File: src/rtl/cfg_serial_pkg.sv
package cfg_serial_pkg;
  typedef enum logic [1:0] {
    PH_IDLE  = 2'd0,
    PH_ADDR  = 2'd1,
    PH_RWBIT = 2'd2,
    PH_DATA  = 2'd3
  } ser_phase_t;

  localparam int unsigned LANE_STRB = 0;
  localparam int unsigned LANE_SCLK = 1;
  localparam int unsigned LANE_SDI  = 2;
  localparam int unsigned LANES     = 3;
endpackage

File: src/rtl/cfg_serial_sync.sv
module cfg_serial_sync #(
  parameter int unsigned N = 3,
  parameter int unsigned STAGES = 2,
  parameter logic [N-1:0] RST_VAL = '0
) (
  input  logic         clk,
  input  logic         rst_n,
  input  logic [N-1:0] d_in,
  output logic [N-1:0] now,
  output logic [N-1:0] lvl,
  output logic [N-1:0] rise,
  output logic [N-1:0] fall
);
  logic [N-1:0] pipe [STAGES];

  always_ff @(posedge clk or negedge rst_n) begin
    if (!rst_n) begin
      for (int i = 0; i < STAGES; i++) pipe[i] <= RST_VAL;
      lvl <= RST_VAL;
    end else begin
      pipe[0] <= d_in;
      for (int i = 1; i < STAGES; i++) pipe[i] <= pipe[i-1];
      lvl <= pipe[STAGES-1];
    end
  end

  assign now  = pipe[STAGES-1];
  assign rise = now & ~lvl;
  assign fall = ~now & lvl;
endmodule

File: src/rtl/cfg_serial_frame.sv
module cfg_serial_frame
  import cfg_serial_pkg::*;
#(
  parameter int unsigned ADDR_W = 4,
  parameter int unsigned DW = 32,
  parameter int unsigned WID_W = 6,
  parameter logic [(1<<ADDR_W)*WID_W-1:0] REG_WIDTHS = '0,
  localparam int unsigned CNT_W = $clog2(DW + 2),
  localparam int unsigned ACW = $clog2(ADDR_W + 1),
  localparam int unsigned PW = (DW > 1) ? $clog2(DW) : 1,
  localparam int unsigned CW = ((WID_W > CNT_W) ? WID_W : CNT_W) + 1
) (
  input  logic              clk,
  input  logic              rst_n,
  input  logic              strb_rise,
  input  logic              strb_fall,
  input  logic              sclk_rise,
  input  logic              sdi,
  output logic [ADDR_W-1:0] addr,
  output logic              stage_load,
  output logic              bit_we,
  output logic [PW-1:0]     bit_pos,
  output logic              commit,
  output logic              rd_en,
  output logic              rd_valid
);
  ser_phase_t        phase_q;
  logic [ACW-1:0]    acnt_q;
  logic [CNT_W-1:0]  dcnt_q;
  logic [WID_W-1:0]  wid_q;
  logic [WID_W-1:0]  wid_lookup;
  logic              wr_q;
  logic              done_q;
  logic              edge_ok;
  logic              in_write;
  logic [CW-1:0]     pos_full;

  assign wid_lookup = REG_WIDTHS[addr*WID_W +: WID_W];
  assign edge_ok    = sclk_rise && !strb_rise && !strb_fall;
  assign in_write   = (phase_q == PH_DATA) && wr_q && (wid_q != '0) && !done_q;
  assign pos_full   = CW'(wid_q) - CW'(dcnt_q) - CW'(1);
  assign bit_pos    = pos_full[PW-1:0];
  assign rd_valid   = CW'(dcnt_q) < CW'(wid_q);

  always_comb begin
    stage_load = edge_ok && (phase_q == PH_RWBIT) && sdi && (wid_lookup != '0);
    bit_we     = edge_ok && in_write && (CW'(dcnt_q) < CW'(wid_q));
    commit     = (strb_rise && in_write) ||
                 (edge_ok && in_write && (CW'(dcnt_q) == CW'(wid_q)));
  end

  always_ff @(posedge clk or negedge rst_n) begin
    if (!rst_n) begin
      phase_q <= PH_IDLE;
      acnt_q  <= '0;
      dcnt_q  <= '0;
      wid_q   <= '0;
      wr_q    <= 1'b0;
      done_q  <= 1'b0;
      addr    <= '0;
      rd_en   <= 1'b0;
    end else if (strb_fall) begin
      phase_q <= PH_ADDR;
      acnt_q  <= '0;
      dcnt_q  <= '0;
      wr_q    <= 1'b0;
      done_q  <= 1'b0;
      rd_en   <= 1'b0;
    end else if (strb_rise) begin
      phase_q <= PH_IDLE;
      rd_en   <= 1'b0;
    end else if (sclk_rise) begin
      case (phase_q)
        PH_ADDR: begin
          addr   <= (addr << 1) | ADDR_W'(sdi);
          acnt_q <= acnt_q + ACW'(1);
          if (acnt_q == ACW'(ADDR_W - 1)) phase_q <= PH_RWBIT;
        end
        PH_RWBIT: begin
          wr_q    <= sdi;
          wid_q   <= wid_lookup;
          dcnt_q  <= '0;
          phase_q <= PH_DATA;
          rd_en   <= !sdi && (wid_lookup != '0);
        end
        PH_DATA: begin
          if (dcnt_q != CNT_W'(DW + 1)) dcnt_q <= dcnt_q + CNT_W'(1);
          if (commit) done_q <= 1'b1;
        end
        default: ;
      endcase
    end
  end
endmodule

File: src/rtl/cfg_serial_bank.sv
module cfg_serial_bank #(
  parameter int unsigned ADDR_W = 4,
  parameter int unsigned DW = 32,
  parameter int unsigned WID_W = 6,
  parameter logic [(1<<ADDR_W)*WID_W-1:0] REG_WIDTHS = '0,
  localparam int unsigned NREG = 1 << ADDR_W,
  localparam int unsigned PW = (DW > 1) ? $clog2(DW) : 1
) (
  input  logic               clk,
  input  logic               rst_n,
  input  logic [ADDR_W-1:0]  addr,
  input  logic               stage_load,
  input  logic               bit_we,
  input  logic [PW-1:0]      bit_pos,
  input  logic               bit_val,
  input  logic               commit,
  input  logic               rd_en,
  input  logic               rd_valid,
  output logic               sdo,
  output logic [NREG*DW-1:0] regs_flat
);
  logic [DW-1:0] staging_q;
  logic [DW-1:0] cur;

  assign cur = regs_flat[addr*DW +: DW];

  always_ff @(posedge clk or negedge rst_n) begin
    if (!rst_n)          staging_q <= '0;
    else if (stage_load) staging_q <= cur;
    else if (bit_we)     staging_q[bit_pos] <= bit_val;
  end

  for (genvar g = 0; g < NREG; g++) begin : g_slot
    localparam int unsigned W = REG_WIDTHS[g*WID_W +: WID_W];
    localparam logic [DW-1:0] MASK = (W >= DW) ? {DW{1'b1}} : ((DW'(1) << W) - DW'(1));
    logic [DW-1:0] q;
    always_ff @(posedge clk or negedge rst_n) begin
      if (!rst_n) q <= '0;
      else if (commit && (addr == ADDR_W'(g))) q <= staging_q & MASK;
    end
    assign regs_flat[g*DW +: DW] = q;
  end

  assign sdo = rd_en && rd_valid && cur[bit_pos];
endmodule

File: src/rtl/cfg_serial_port.sv
module cfg_serial_port
  import cfg_serial_pkg::*;
#(
  parameter int unsigned ADDR_W = 4,
  parameter int unsigned DW = 32,
  parameter int unsigned WID_W = 6,
  parameter int unsigned SYNC_STAGES = 2,
  parameter logic [(1<<ADDR_W)*WID_W-1:0] REG_WIDTHS = {
    6'd0, 6'd2, 6'd31, 6'd7, 6'd20, 6'd3, 6'd0, 6'd5,
    6'd12, 6'd0, 6'd24, 6'd1, 6'd32, 6'd16, 6'd8, 6'd10},
  localparam int unsigned NREG = 1 << ADDR_W,
  localparam int unsigned PW = (DW > 1) ? $clog2(DW) : 1
) (
  input  logic               clk,
  input  logic               rst_n,
  input  logic               ser_sel_n,
  input  logic               ser_clk,
  input  logic               ser_din,
  output logic               ser_dout,
  output logic               ser_doe,
  output logic [NREG*DW-1:0] cfg_regs
);
  logic [LANES-1:0] s_now, s_lvl, s_rise, s_fall;
  logic strb_lvl, strb_rise, strb_fall, sclk_rise, sdi_now;
  logic [ADDR_W-1:0] addr;
  logic stage_load, bit_we, commit, rd_valid;
  logic [PW-1:0] bit_pos;

  cfg_serial_sync #(
    .N(LANES), .STAGES(SYNC_STAGES), .RST_VAL(LANES'(1) << LANE_STRB)
  ) u_sync (
    .clk(clk), .rst_n(rst_n),
    .d_in({ser_din, ser_clk, ser_sel_n}),
    .now(s_now), .lvl(s_lvl), .rise(s_rise), .fall(s_fall)
  );

  assign strb_lvl  = s_lvl[LANE_STRB];
  assign strb_rise = s_rise[LANE_STRB];
  assign strb_fall = s_fall[LANE_STRB];
  assign sclk_rise = s_rise[LANE_SCLK];
  assign sdi_now   = s_now[LANE_SDI];

  cfg_serial_frame #(
    .ADDR_W(ADDR_W), .DW(DW), .WID_W(WID_W), .REG_WIDTHS(REG_WIDTHS)
  ) u_frame (
    .clk(clk), .rst_n(rst_n),
    .strb_rise(strb_rise), .strb_fall(strb_fall), .sclk_rise(sclk_rise),
    .sdi(sdi_now), .addr(addr), .stage_load(stage_load), .bit_we(bit_we),
    .bit_pos(bit_pos), .commit(commit), .rd_en(ser_doe), .rd_valid(rd_valid)
  );

  cfg_serial_bank #(
    .ADDR_W(ADDR_W), .DW(DW), .WID_W(WID_W), .REG_WIDTHS(REG_WIDTHS)
  ) u_bank (
    .clk(clk), .rst_n(rst_n), .addr(addr), .stage_load(stage_load),
    .bit_we(bit_we), .bit_pos(bit_pos), .bit_val(sdi_now), .commit(commit),
    .rd_en(ser_doe), .rd_valid(rd_valid), .sdo(ser_dout), .regs_flat(cfg_regs)
  );
endmodule

File: config.mk
export PLATFORM = sky130hd
export DESIGN_NAME = cfg_serial_port
export DESIGN_NICKNAME = d
export VERILOG_FILES = /design/src/rtl/cfg_serial_pkg.sv /design/src/rtl/cfg_serial_sync.sv /design/src/rtl/cfg_serial_frame.sv /design/src/rtl/cfg_serial_bank.sv /design/src/rtl/cfg_serial_port.sv
export SDC_FILE = /design/constraint.sdc
export NUM_CORES = 1
export LEC_CHECK = 0
export BUFFER_PORTS_ARGS = -buffer_cell sky130_fd_sc_hd__buf_4
export CAP_MARGIN = 0
export CORE_AREA = 2 2 201 203
export DETAILED_ROUTE_END_ITERATION = 6
export DIE_AREA = 0 0 203 205
export SYNTH_ARGS = -nofsm -noshare
export SYNTH_HDL_FRONTEND = slang
export SYNTH_SLANG_ARGS = --single-unit
File: constraint.sdc
create_clock -name clk -period 3.3 [get_ports clk]
set_input_delay 0.495 -clock clk [delete_from_list [all_inputs] [get_ports clk]]
set_output_delay 0.495 -clock clk [all_outputs]
set_load 0.03 [all_outputs]
==> impl_metrics.tcl, run 1 <==
set metrics [dict create \
    fin_crit_ns 3.526 \
    area_growth_pct 13.40 \
    ys_seq_area_share_pct 40.54 \
    grt_overflow_total 0 \
    cts_buffers 24 \
    timing.rr.end "u_bank.g_slot[5].q[22]$_DFFE_PN0P_" \
    reg2regPathDepth 9 \
    grt_pass1_vias 9314 \
    nets 1563 \
    tns_ns -0.2259 \
    firstDrtPassIters 5 \
    port_buffers 177 \
    synth_adder_area_share_pct 2.121 \
    violations "hold timing, setup timing" \
    clk_pin_slew_ns 0.06 \
    gp_congestion 0.8992 \
    drv_cap 0 \
    synthArstFlopShare_pct 100.0 \
    clkSinkCount 235 \
    synthDistinctLibCells 73 \
    netlist_top_cells_area "dfrtp_1, buf_4, mux2_2, mux2i_1, ha_1" \
    synth_top_area_share_pct 40.00 \
    crit_path_end "ser_dout" \
    dieArea_sq_mm 0.04162 \
    start_util_pct 36.87 \
    hold_violations 25 \
    irDropWorstVdd_v 0.0004378 \
    endpoint_kind "output pin" \
    wl_um 37400 \
    hp-class "in -> async" \
    grt_pass1_wl_um 55900 \
    synth-simple-area-share_pct 6.940 \
    total_power_w 0.009153 \
    syn_area_per_cell_sq_um 10.88 \
    htreeDepth 1 \
    cts_tree "yes" \
    ant_nets 0 \
    cts-hold-fix-buffers 0 \
    finalClockSkew_ns 0.01430 \
    drive_above_1_share_pct 32.75 \
    layout_setup_ws_ns -0.2259 \
    ys_ff_latch 235 \
    tightest_slew_ns 0.7701 \
    core_area_sq_mm 0.03937 \
    r2r_slack_ns 0.40 \
    finalSetupViolations 1 \
    avgRoutedWirePerCell_um 18.02 \
    worst_ep_required_time_ns 2.80 \
    vias 9696 \
    dp_hpwl_um 27590 \
    place_inst 2019 \
    cts_root_buf "clkbuf_16" \
    r2r_start "u_frame.wid_q[2]$_DFFE_PN0P_" \
    regArea_sq_mm 0.005893 \
    antenna_found_initial 0 \
    power_density_mw_per_mm2 556.1 \
    yosysTopAreaCell "dfrtp_1" \
    grt_max_degree 94 \
    synth_compound_area_share_pct 7.112 \
    rsz0062_at_grt "yes" \
    clk_latency_ns 0.53 \
    cts.path.max_buffers 3 \
    finalCritPeriodShare_pct 106.8 \
    dieHeight_um 205 \
    syn_area_sq_mm 0.01451 \
    instances_no_fill 2076 \
    drc_errors 0 \
    via_per_inst 4.671 \
    first_iter_violations 455 \
    synth_warnings 0 \
    p_leak_nw 8.319 \
    synth_top_family_by_area "multiplexers" \
    status "finished with violations" \
    num_io_pins 519 \
    grtUsageTotal_pct 17.08 \
    slew_violations 0 \
    fillers 3790 \
    fmax_mhz 283.6 \
    arrival_ns 3.03 \
    relSlewSlack_pct 48.66 \
    start_kind "flip-flop" \
    muxShareOfSynthArea_pct 21.94 \
    critPathMaxFanout 4 \
    syn_inst 1334 \
    antenna_cells 0 \
    rows 73 \
    yosys.area_share.xor_xnor_pct 0.3621 \
    crit_type "reg -> out" \
    die_x_um 203 \
    synth_edf_count 0 \
    critical_path.startpoint "u_frame.dcnt_q[0]$_DFFE_PN0P_" \
    fin_hold_ws_ns -0.04873 \
    yosys_most_used_dff "dfrtp_1" \
    multi_input_area_sq_mm 0.007000 \
]
## how the worst min path moves through the flow
stage / start / to / slack [ns] / cells past startpoint
2_1_floorplan: rst_n / u_bank.g_slot[0].q[0]$_DFFE_PN0P_ / 0.20 / 0
3_3_place_gp: u_sync.pipe[4]$_DFF_PN0_ / u_sync.now[1]$_DFF_PN0_ / 0.35 / 0
3_5_place_dp: u_sync.pipe[4]$_DFF_PN0_ / u_sync.now[1]$_DFF_PN0_ / 0.34 / 0
4_1_cts: rst_n / u_bank.g_slot[3].q[12]$_DFFE_PN0P_ / 0.01 / 1
5_1_grt: rst_n / u_bank.g_slot[5].q[12]$_DFFE_PN0P_ / 0.03 / 1
6_report: rst_n / u_bank.g_slot[5].q[12]$_DFFE_PN0P_ / -0.05 / 1
## worst max-delay path, stage by stage (launching register included)
cell      delay [ns]
dfrtp_1         0.39
inv_2           0.08
ha_4            0.13
inv_2           0.04
fa_2            0.46
xnor2_2         0.18
buf_4           0.15
or3_1           0.34
nand4_1         0.09
a211oi_2        0.08
a311oi_2        0.27
o22ai_2         0.12
buf_6           0.15
## metrics by stage
step           worst slack, ns  cell area [sq um]  utilization, %
6_report               -0.2259              16460           41.81
5_1_grt                -0.3171              16460           41.81
4_1_cts                -0.2209              16360           41.55
3_5_place_dp           0.02532              15310           38.90
3_3_place_gp           0.07125              15310           38.90
2_1_floorplan          0.07214              15800               -
## kinds of logic (layout without fill, tap and decap cells)
kind of cell / Yosys count / count (layout)
flip-flops: 235 / 235
buffers and inverters: 434 / 311
AND/OR/NAND/NOR: 198 / 198
XOR/XNOR: 6 / 6
other: 1 / 341
AO/OA/AOI/OAI: 149 / 149
adder cells (fa/ha/maj): 24 / 24
multiplexers: 287 / 287
## report_power, final
group	switching, W	total, W	internal (W)
sequential	0.000227	0.00322	0.00299
clock	0.00117	0.00309	0.00192
combinational	0.00190	0.00284	0.000939
## sequential cells by signal (all words and copies together), names as in the netlist, 3 cells and up
signal	flops
u_frame.acnt_q	3
u_frame.wid_q	6
u_bank.g_slot.q	171
u_frame.dcnt_q	6
u_bank.staging_q	32
u_frame.addr	4
u_sync.now	3
u_sync.pipe	3
## placed cells by master, fill, tap and decap left out, types with 6 or more instances in the layout
cell / Yosys / layout
nand3_1: 28 / 28
o21ai_0: 26 / 25
mux2_2: 168 / 168
nor2_1: 61 / 59
nand4_1: 11 / 11
nor3_1: 7 / 7
o22ai_1: 11 / 10
a21oi_1: 34 / 33
nand2_1: 35 / 35
a22oi_1: 18 / 18
conb_1: 1 / 341
clkbuf_16: 0 / 25
clkbuf_8: 0 / 7
dfrtp_1: 232 / 227
inv_1: 26 / 24
ha_1: 23 / 20
nand2b_1: 11 / 10
buf_12: 0 / 6
buf_4: 359 / 232
nor2_2: 4 / 6
mux2i_1: 101 / 101
mux4_2: 7 / 7
mux2_1: 11 / 11
nor2b_1: 8 / 7
## what timing repair did
action | 4_1_cts | 5_1_grt
pin swaps | 8 | 7
buffers inserted | 10 | 4
endpoints found under the setup margin | 1 | 1
gates cloned | 0 | 0
gates resized for setup | 16 | 15
## cell usage after synthesis, drive strengths merged, types with 2 or more instances
library cell  instances
xnor2                 3
a311oi                4
a211oi                5
nand2b               11
a22o                  4
nor3                  7
a32oi                 2
mux2i               101
nand4b                2
nand2                35
o22ai                11
dfstp                 3
a31oi                 2
o211ai                4
a21oi                35
a21o                  5
and3                  2
nand3b                5
xor2                  3
o22a                  3
and2                  5
dfrtp               232
nand3                28
or3                   2
nor2                 66
nor4                  3
nand4                12
a2bb2oi               4
mux4                  7
o2bb2ai               3
o221ai                5
o21ai                26
clkbuf               26
buf                 382
o31ai                 5
o221a                 2
nor2b                 9
mux2                179
or2                   2
nor3b                 3
a22oi                19
inv                  26
ha                   23
## cell type report
type / count / area share (%)
Clock buffer: 34 / 4.432
Tap cell: 525 / 3.991
Inverter: 26 / 0.5930
Multi-Input combinational cell: 1005 / 42.53
Timing Repair Buffer: 242 / 11.61
Sequential cell: 235 / 35.81
Clock inverter: 9 / 1.034
## per-layer routing
metal | share of wire (%) | track usage, % | vias to the layer above | wire length, um
li1 | - | - | 4356 | -
met1 | 43 | 22.59 | 4921 | 16020
met2 | 50 | 29.44 | 366 | 18570
met3 | 5.7 | 2.768 | 53 | 2133
met4 | 1.8 | 3.676 | 0 | 689
met5 | 0 | 0 | - | 0
(Power assumes the default switching activity.)
==> run 2: changes to the inputs <==
--- a/config.mk
+++ b/config.mk
@@ -8,6 +8,7 @@
 export BUFFER_PORTS_ARGS = -buffer_cell sky130_fd_sc_hd__buf_4
 export CAP_MARGIN = 0
 export CORE_AREA = 2 2 201 203
+export CTS_BUF_LIST = sky130_fd_sc_hd__clkbuf_2 sky130_fd_sc_hd__clkbuf_4 sky130_fd_sc_hd__clkbuf_8
 export DETAILED_ROUTE_END_ITERATION = 6
 export DIE_AREA = 0 0 203 205
 export SYNTH_ARGS = -nofsm -noshare
==> impl_metrics.tcl, run 2 (same netlist as run 1, synthesis figures left out) <==
set metrics [dict create \
    violations "setup timing" \
    clk_pin_slew_ns 0.06 \
    relSlewSlack_pct 49.16 \
    cpMostUsedCell "inv_2" \
    r2r_start "u_frame.wid_q[2]$_DFFE_PN0P_" \
    largestRegisters "u_bank.g_slot.q: 171 flops, u_bank.staging_q: 32 flops" \
    ant_nets 0 \
    drv_cap 0 \
    start_util_pct 36.87 \
    worst_ep_required_time_ns 2.80 \
    dp_hpwl_um 27590 \
    drc_errors 0 \
    p_int_w 0.005438 \
    cts_root_buf "clkbuf_8" \
    antenna_cells 0 \
    via_per_inst 4.655 \
    swShare_pct 37.65 \
    hold_violations 0 \
    total_power_w 0.008721 \
    layout_setup_ws_ns -0.2368 \
    rsz0062_at_grt "yes" \
    fin_crit_ns 3.537 \
    grt_pass1_wl_um 56020 \
    avgRoutedWirePerCell_um 17.80 \
    finalSetupViolations 1 \
    finalCritPeriodShare_pct 107.2 \
    power_density_mw_per_mm2 533.9 \
    p_comb_share_pct 32.3 \
    p_leak_nw 8.288 \
    arrival_ns 3.04 \
    timing.rr.end "u_bank.g_slot[5].q[18]$_DFFE_PN0P_" \
    crit_buf_inv 4 \
    nets 1578 \
    antenna_found_initial 0 \
    slew_violations 0 \
    tightest_slew_ns 0.7626 \
    cts_buffers 38 \
    clkSinkCount 235 \
    worst_path_max_delay_cell "fa_2" \
    wl_um 37340 \
    cts.path.max_buffers 3 \
    holdPathEnd "u_sync.pipe[5]$_DFF_PN0_" \
    irDropWorstVdd_v 0.0002995 \
    dieHeight_um 205 \
    critPathMaxFanout 4 \
    clk_latency_ns 0.56 \
    num_io_pins 519 \
    crit_type "reg -> out" \
    most-common-layout-cells "conb_1, buf_4, dfrtp_1, mux2_2, mux2i_1" \
    grtUsageTotal_pct 17.23 \
    grt_overflow_total 0 \
    cts_tree "yes" \
    p_switching_w 0.003283 \
    reg2regPathDepth 9 \
    area_growth_pct 12.55 \
    first_iter_violations 498 \
    final_common_cell "conb_1" \
    htreeDepth 2 \
    grt_max_degree 94 \
    seqPwrFrac_pct 36.9 \
    r2r_slack_ns 0.42 \
    top_register "u_bank.g_slot.q" \
    hold_depth 1 \
    finalClockSkew_ns 0.02861 \
    port_buffers 177 \
    fillers 3810 \
    grt_pass1_vias 9479 \
    tns_ns -0.2368 \
    clkPwrFrac_pct 30.8 \
    worstPathCellList "inv_2 -> ha_4 -> inv_2 -> fa_2 -> xnor2_2 -> buf_4 -> or3_1 -> nand4_1 -> a211oi_2 -> a311oi_2 -> o22ai_2 -> buf_6" \
    hp-class "in -> reg" \
    postPlaceCellArea_sq_mm 0.01531 \
    largest_reg_flops 171 \
    drive_above_1_share_pct 33.57 \
    start_kind "flip-flop" \
    final_area_sq_mm 0.01634 \
    fmax_mhz 282.7 \
    vias 9767 \
    dieArea_sq_mm 0.04162 \
    hp-start "ser_din" \
    status "finished with violations" \
    die_x_um 203 \
    rows 73 \
    firstDrtPassIters 5 \
    slowest_delay_ns 0.43 \
    gp_congestion 0.8992 \
    core_area_sq_mm 0.03937 \
    endpoint_kind "output pin" \
    cp_top_family "adder cells" \
]
==> run 2: power groups by stage <==
stage	Clock (W)	Combinational (W)	Sequential, W
floorplan	0	0.00233	0.00312
global placement	0	0.00256	0.00324
detailed placement	0	0.00260	0.00325
finish	0.00269	0.00282	0.00322
CTS	0.00276	0.00272	0.00321
global route	0.00287	0.00303	0.00324
==> run 2: how the worst max path moves through the flow <==
stage	startpoint	end	slack, ns	cells after the start
2_1_floorplan	u_frame.dcnt_q[0]$_DFFE_PN0P_	ser_dout	0.07	12
3_3_place_gp	u_frame.dcnt_q[0]$_DFFE_PN0P_	ser_dout	0.07	11
3_5_place_dp	u_frame.dcnt_q[0]$_DFFE_PN0P_	ser_dout	0.03	11
4_1_cts	u_frame.dcnt_q[0]$_DFFE_PN0P_	ser_dout	-0.26	12
5_1_grt	u_frame.dcnt_q[0]$_DFFE_PN0P_	ser_dout	-0.34	12
6_report	u_frame.dcnt_q[0]$_DFFE_PN0P_	ser_dout	-0.24	12
==> run 2: timing repair <==
action | in CTS | in global routing
pin swaps | 8 | 8
hold buffers | 1 | 0
endpoints found under the setup margin | 1 | 1
buffers inserted | 10 | 4
gates resized for setup | 16 | 10
hold endpoints to repair | 86 | 0
==> run 2: routing by layer <==
layer | GRT usage [%] | up-vias | wire length (um)
li1 | - | 4395 | -
met1 | 22.08 | 4919 | 15600
met2 | 29.33 | 402 | 18570
met3 | 3.516 | 51 | 2452
met4 | 5.136 | 0 | 724
met5 | 0 | - | 0
==> run 2: stage by stage <==
step           util (%)  hold WS [ns]  worst slack [ns]  cells
2_1_floorplan         -        0.1994           0.07214   1674
3_3_place_gp      38.90        0.3502           0.07125   2019
3_5_place_dp      38.90        0.3364           0.02532   2019
4_1_cts           41.32       0.01746           -0.2625   2094
5_1_grt           41.50       0.02874           -0.3381   2098
6_report          41.50       0.05058           -0.2368   2098
==> run 2: area by class of cell <==
type	count	area, sq um	share of cell area, %
multi-input cells	1005	6967	42.65
flip-flops and latches	235	5893	36.08
repair buffers	243	1921	11.76
clock buffers	61	758.2	4.642
well taps	525	656.9	4.021
inverters	26	97.59	0.5974
clock inverters	3	42.54	0.2604
==> run 3: changes to the inputs <==
--- a/config.mk
+++ b/config.mk
@@ -6,11 +6,11 @@
 export NUM_CORES = 1
 export LEC_CHECK = 0
 export BUFFER_PORTS_ARGS = -buffer_cell sky130_fd_sc_hd__buf_4
-export CAP_MARGIN = 0
-export CORE_AREA = 2 2 201 203
+export CAP_MARGIN = 20
+export CORE_AREA = 2 2 203 205
 export CTS_BUF_LIST = sky130_fd_sc_hd__clkbuf_2 sky130_fd_sc_hd__clkbuf_4 sky130_fd_sc_hd__clkbuf_8
 export DETAILED_ROUTE_END_ITERATION = 6
-export DIE_AREA = 0 0 203 205
+export DIE_AREA = 0 0 205 207
 export SYNTH_ARGS = -nofsm -noshare
 export SYNTH_HDL_FRONTEND = slang
 export SYNTH_SLANG_ARGS = --single-unit
==> impl_metrics.tcl, run 3 (same netlist as run 1, synthesis figures left out) <==
set metrics [dict create \
    via_per_inst 4.593 \
    endpoint_kind "output pin" \
    p_comb_share_pct 32.5 \
    clkPwrFrac_pct 31.4 \
    nets 1576 \
    grt_max_degree 93 \
    gp_congestion 0.8830 \
    finalSetupViolations 1 \
    first_iter_violations 384 \
    r2r_slack_ns 0.42 \
    rsz0062_at_grt "yes" \
    avgRoutedWirePerCell_um 17.92 \
    relSlewSlack_pct 50.64 \
    p_switching_w 0.003335 \
    status "finished with violations" \
    grt_overflow_total 0 \
    largest_reg_flops 171 \
    hold_violations 0 \
    firstDrtPassIters 5 \
    fin_hold_ws_ns 0.04595 \
    antenna_found_initial 0 \
    tns_ns -0.2705 \
    critPathMaxFanout 7 \
    num_io_pins 519 \
    finalCritPeriodShare_pct 108.2 \
    pre_cts_ws_ns 0.01311 \
    die_x_um 205 \
    grt_pass1_vias 9584 \
    slowest_delay_ns 0.44 \
    power_density_mw_per_mm2 534.6 \
    irDropWorstVdd_v 0.0002987 \
    r2r_start "u_frame.addr[0]$_DFFE_PN0P_" \
    multi_input_area_sq_mm 0.006983 \
    fin_crit_ns 3.571 \
    layout_setup_ws_ns -0.2705 \
    slew_violations 0 \
    p_int_w 0.005464 \
    cts_root_buf "clkbuf_8" \
    hp-class "in -> reg" \
    antenna_cells 0 \
    p_leak_nw 8.327 \
    port_buffers 177 \
    fmax_mhz 280.1 \
    drive_above_1_share_pct 33.80 \
    ant_nets 0 \
    cts.path.max_buffers 3 \
    vias 9673 \
    start_util_pct 35.95 \
    most-common-layout-cells "conb_1, dfrtp_1, buf_4, mux2_2, mux2i_1" \
    dieArea_sq_mm 0.04244 \
    grtUsageTotal_pct 17.26 \
    place_inst 2024 \
    grt_pass1_wl_um 57570 \
    area_growth_pct 13.40 \
    tightest_slew_ns 0.7404 \
    total_power_w 0.008799 \
    finalClockSkew_ns 0.02235 \
    seqPwrFrac_pct 36.1 \
    worst_path_max_delay_cell "fa_2" \
    start_kind "flip-flop" \
    regArea_sq_mm 0.005889 \
    swShare_pct 37.90 \
    fillers 3906 \
    dp_hpwl_um 27490 \
    dieHeight_um 207 \
    hp-start "ser_sel_n" \
    arrival_ns 3.08 \
    largestRegisters "u_bank.g_slot.q: 171 flops, u_bank.staging_q: 32 flops" \
    top_register "u_bank.g_slot.q" \
    drv_cap 0 \
    worst_ep_required_time_ns 2.80 \
    final_common_cell "conb_1" \
    clkSinkCount 235 \
    htreeDepth 2 \
    cts_tree "yes" \
    reg2regPathDepth 11 \
    cts_buffers 42 \
    drc_errors 0 \
    violations "setup timing" \
    core_area_sq_mm 0.04037 \
    worstPathCellList "inv_2 -> ha_4 -> inv_2 -> fa_2 -> xnor2_2 -> buf_4 -> buf_4 -> nor3_1 -> o21bai_1 -> o211ai_1 -> o22ai_2 -> buf_6" \
    instances_no_fill 2106 \
    hold_depth 1 \
    critical_path.startpoint "u_frame.dcnt_q[0]$_DFFE_PN0P_" \
    rows 74 \
    clk_pin_slew_ns 0.06 \
    wl_um 37750 \
    clk_latency_ns 0.57 \
    crit_type "reg -> out" \
]
[run 3: routing by layer]
layer	GRT usage (%)	vias to the layer above	routed length, um
met5	0	-	0
met2	28.86	391	18670
met3	4.783	60	2899
met4	5.706	0	982
li1	-	4395	-
met1	21.40	4827	15200
[run 3: layout make-up]
class,count,area share [%]
Clock inverter,8,0.2585
Clock buffer,63,4.888
Sequential cell,235,35.78
Inverter,26,0.5930
Timing Repair Buffer,237,12.00
Multi-Input combinational cell,1005,42.43
Tap cell,532,4.044
[run 3: worst max-delay path, delay by kind of cell, from the launching register on]
kind,cells,cell delay [ns]
AND/OR/NAND/NOR,1,0.43
XOR/XNOR,1,0.17
buffers and inverters,5,0.58
flip-flops,1,0.39
AO/OA/AOI/OAI,3,0.35
adder cells (fa/ha/maj),2,0.58
[run 3: final timing paths]
kind,to
setup / recovery,ser_dout
hold / removal,u_sync.pipe[3]$_DFF_PN1_
setup reg to reg,u_bank.staging_q[11]$_DFFE_PN0P_
hold reg to reg,u_sync.now[1]$_DFF_PN0_
max in group asynchronous,u_sync.now[0]$_DFF_PN1_
min in group asynchronous,u_bank.g_slot[3].q[13]$_DFFE_PN0P_
[run 3: repair_timing]
item,4_1_cts,5_1_grt
resized for setup,21,4
hold endpoints to repair,81,0
endpoints found under the setup margin,1,1
pin swaps,10,6
hold buffers,1,0
setup buffers,7,3
[run 3: power by group through the flow]
stage	clock, W	sequential (W)	combinational, W
6_report	0.00276	0.00318	0.00286
4_1_cts	0.00282	0.00318	0.00278
3_5_place_dp	0	0.00323	0.00266
3_3_place_gp	0	0.00322	0.00263
2_1_floorplan	0	0.00312	0.00233
5_1_grt	0.00294	0.00320	0.00307
[run 3: per-stage QoR]
stage	instance area, sq um	utilization [%]
2_1_floorplan	15800	-
3_3_place_gp	15410	38.18
3_5_place_dp	15410	38.18
4_1_cts	16410	40.65
5_1_grt	16460	40.77
6_report	16460	40.77
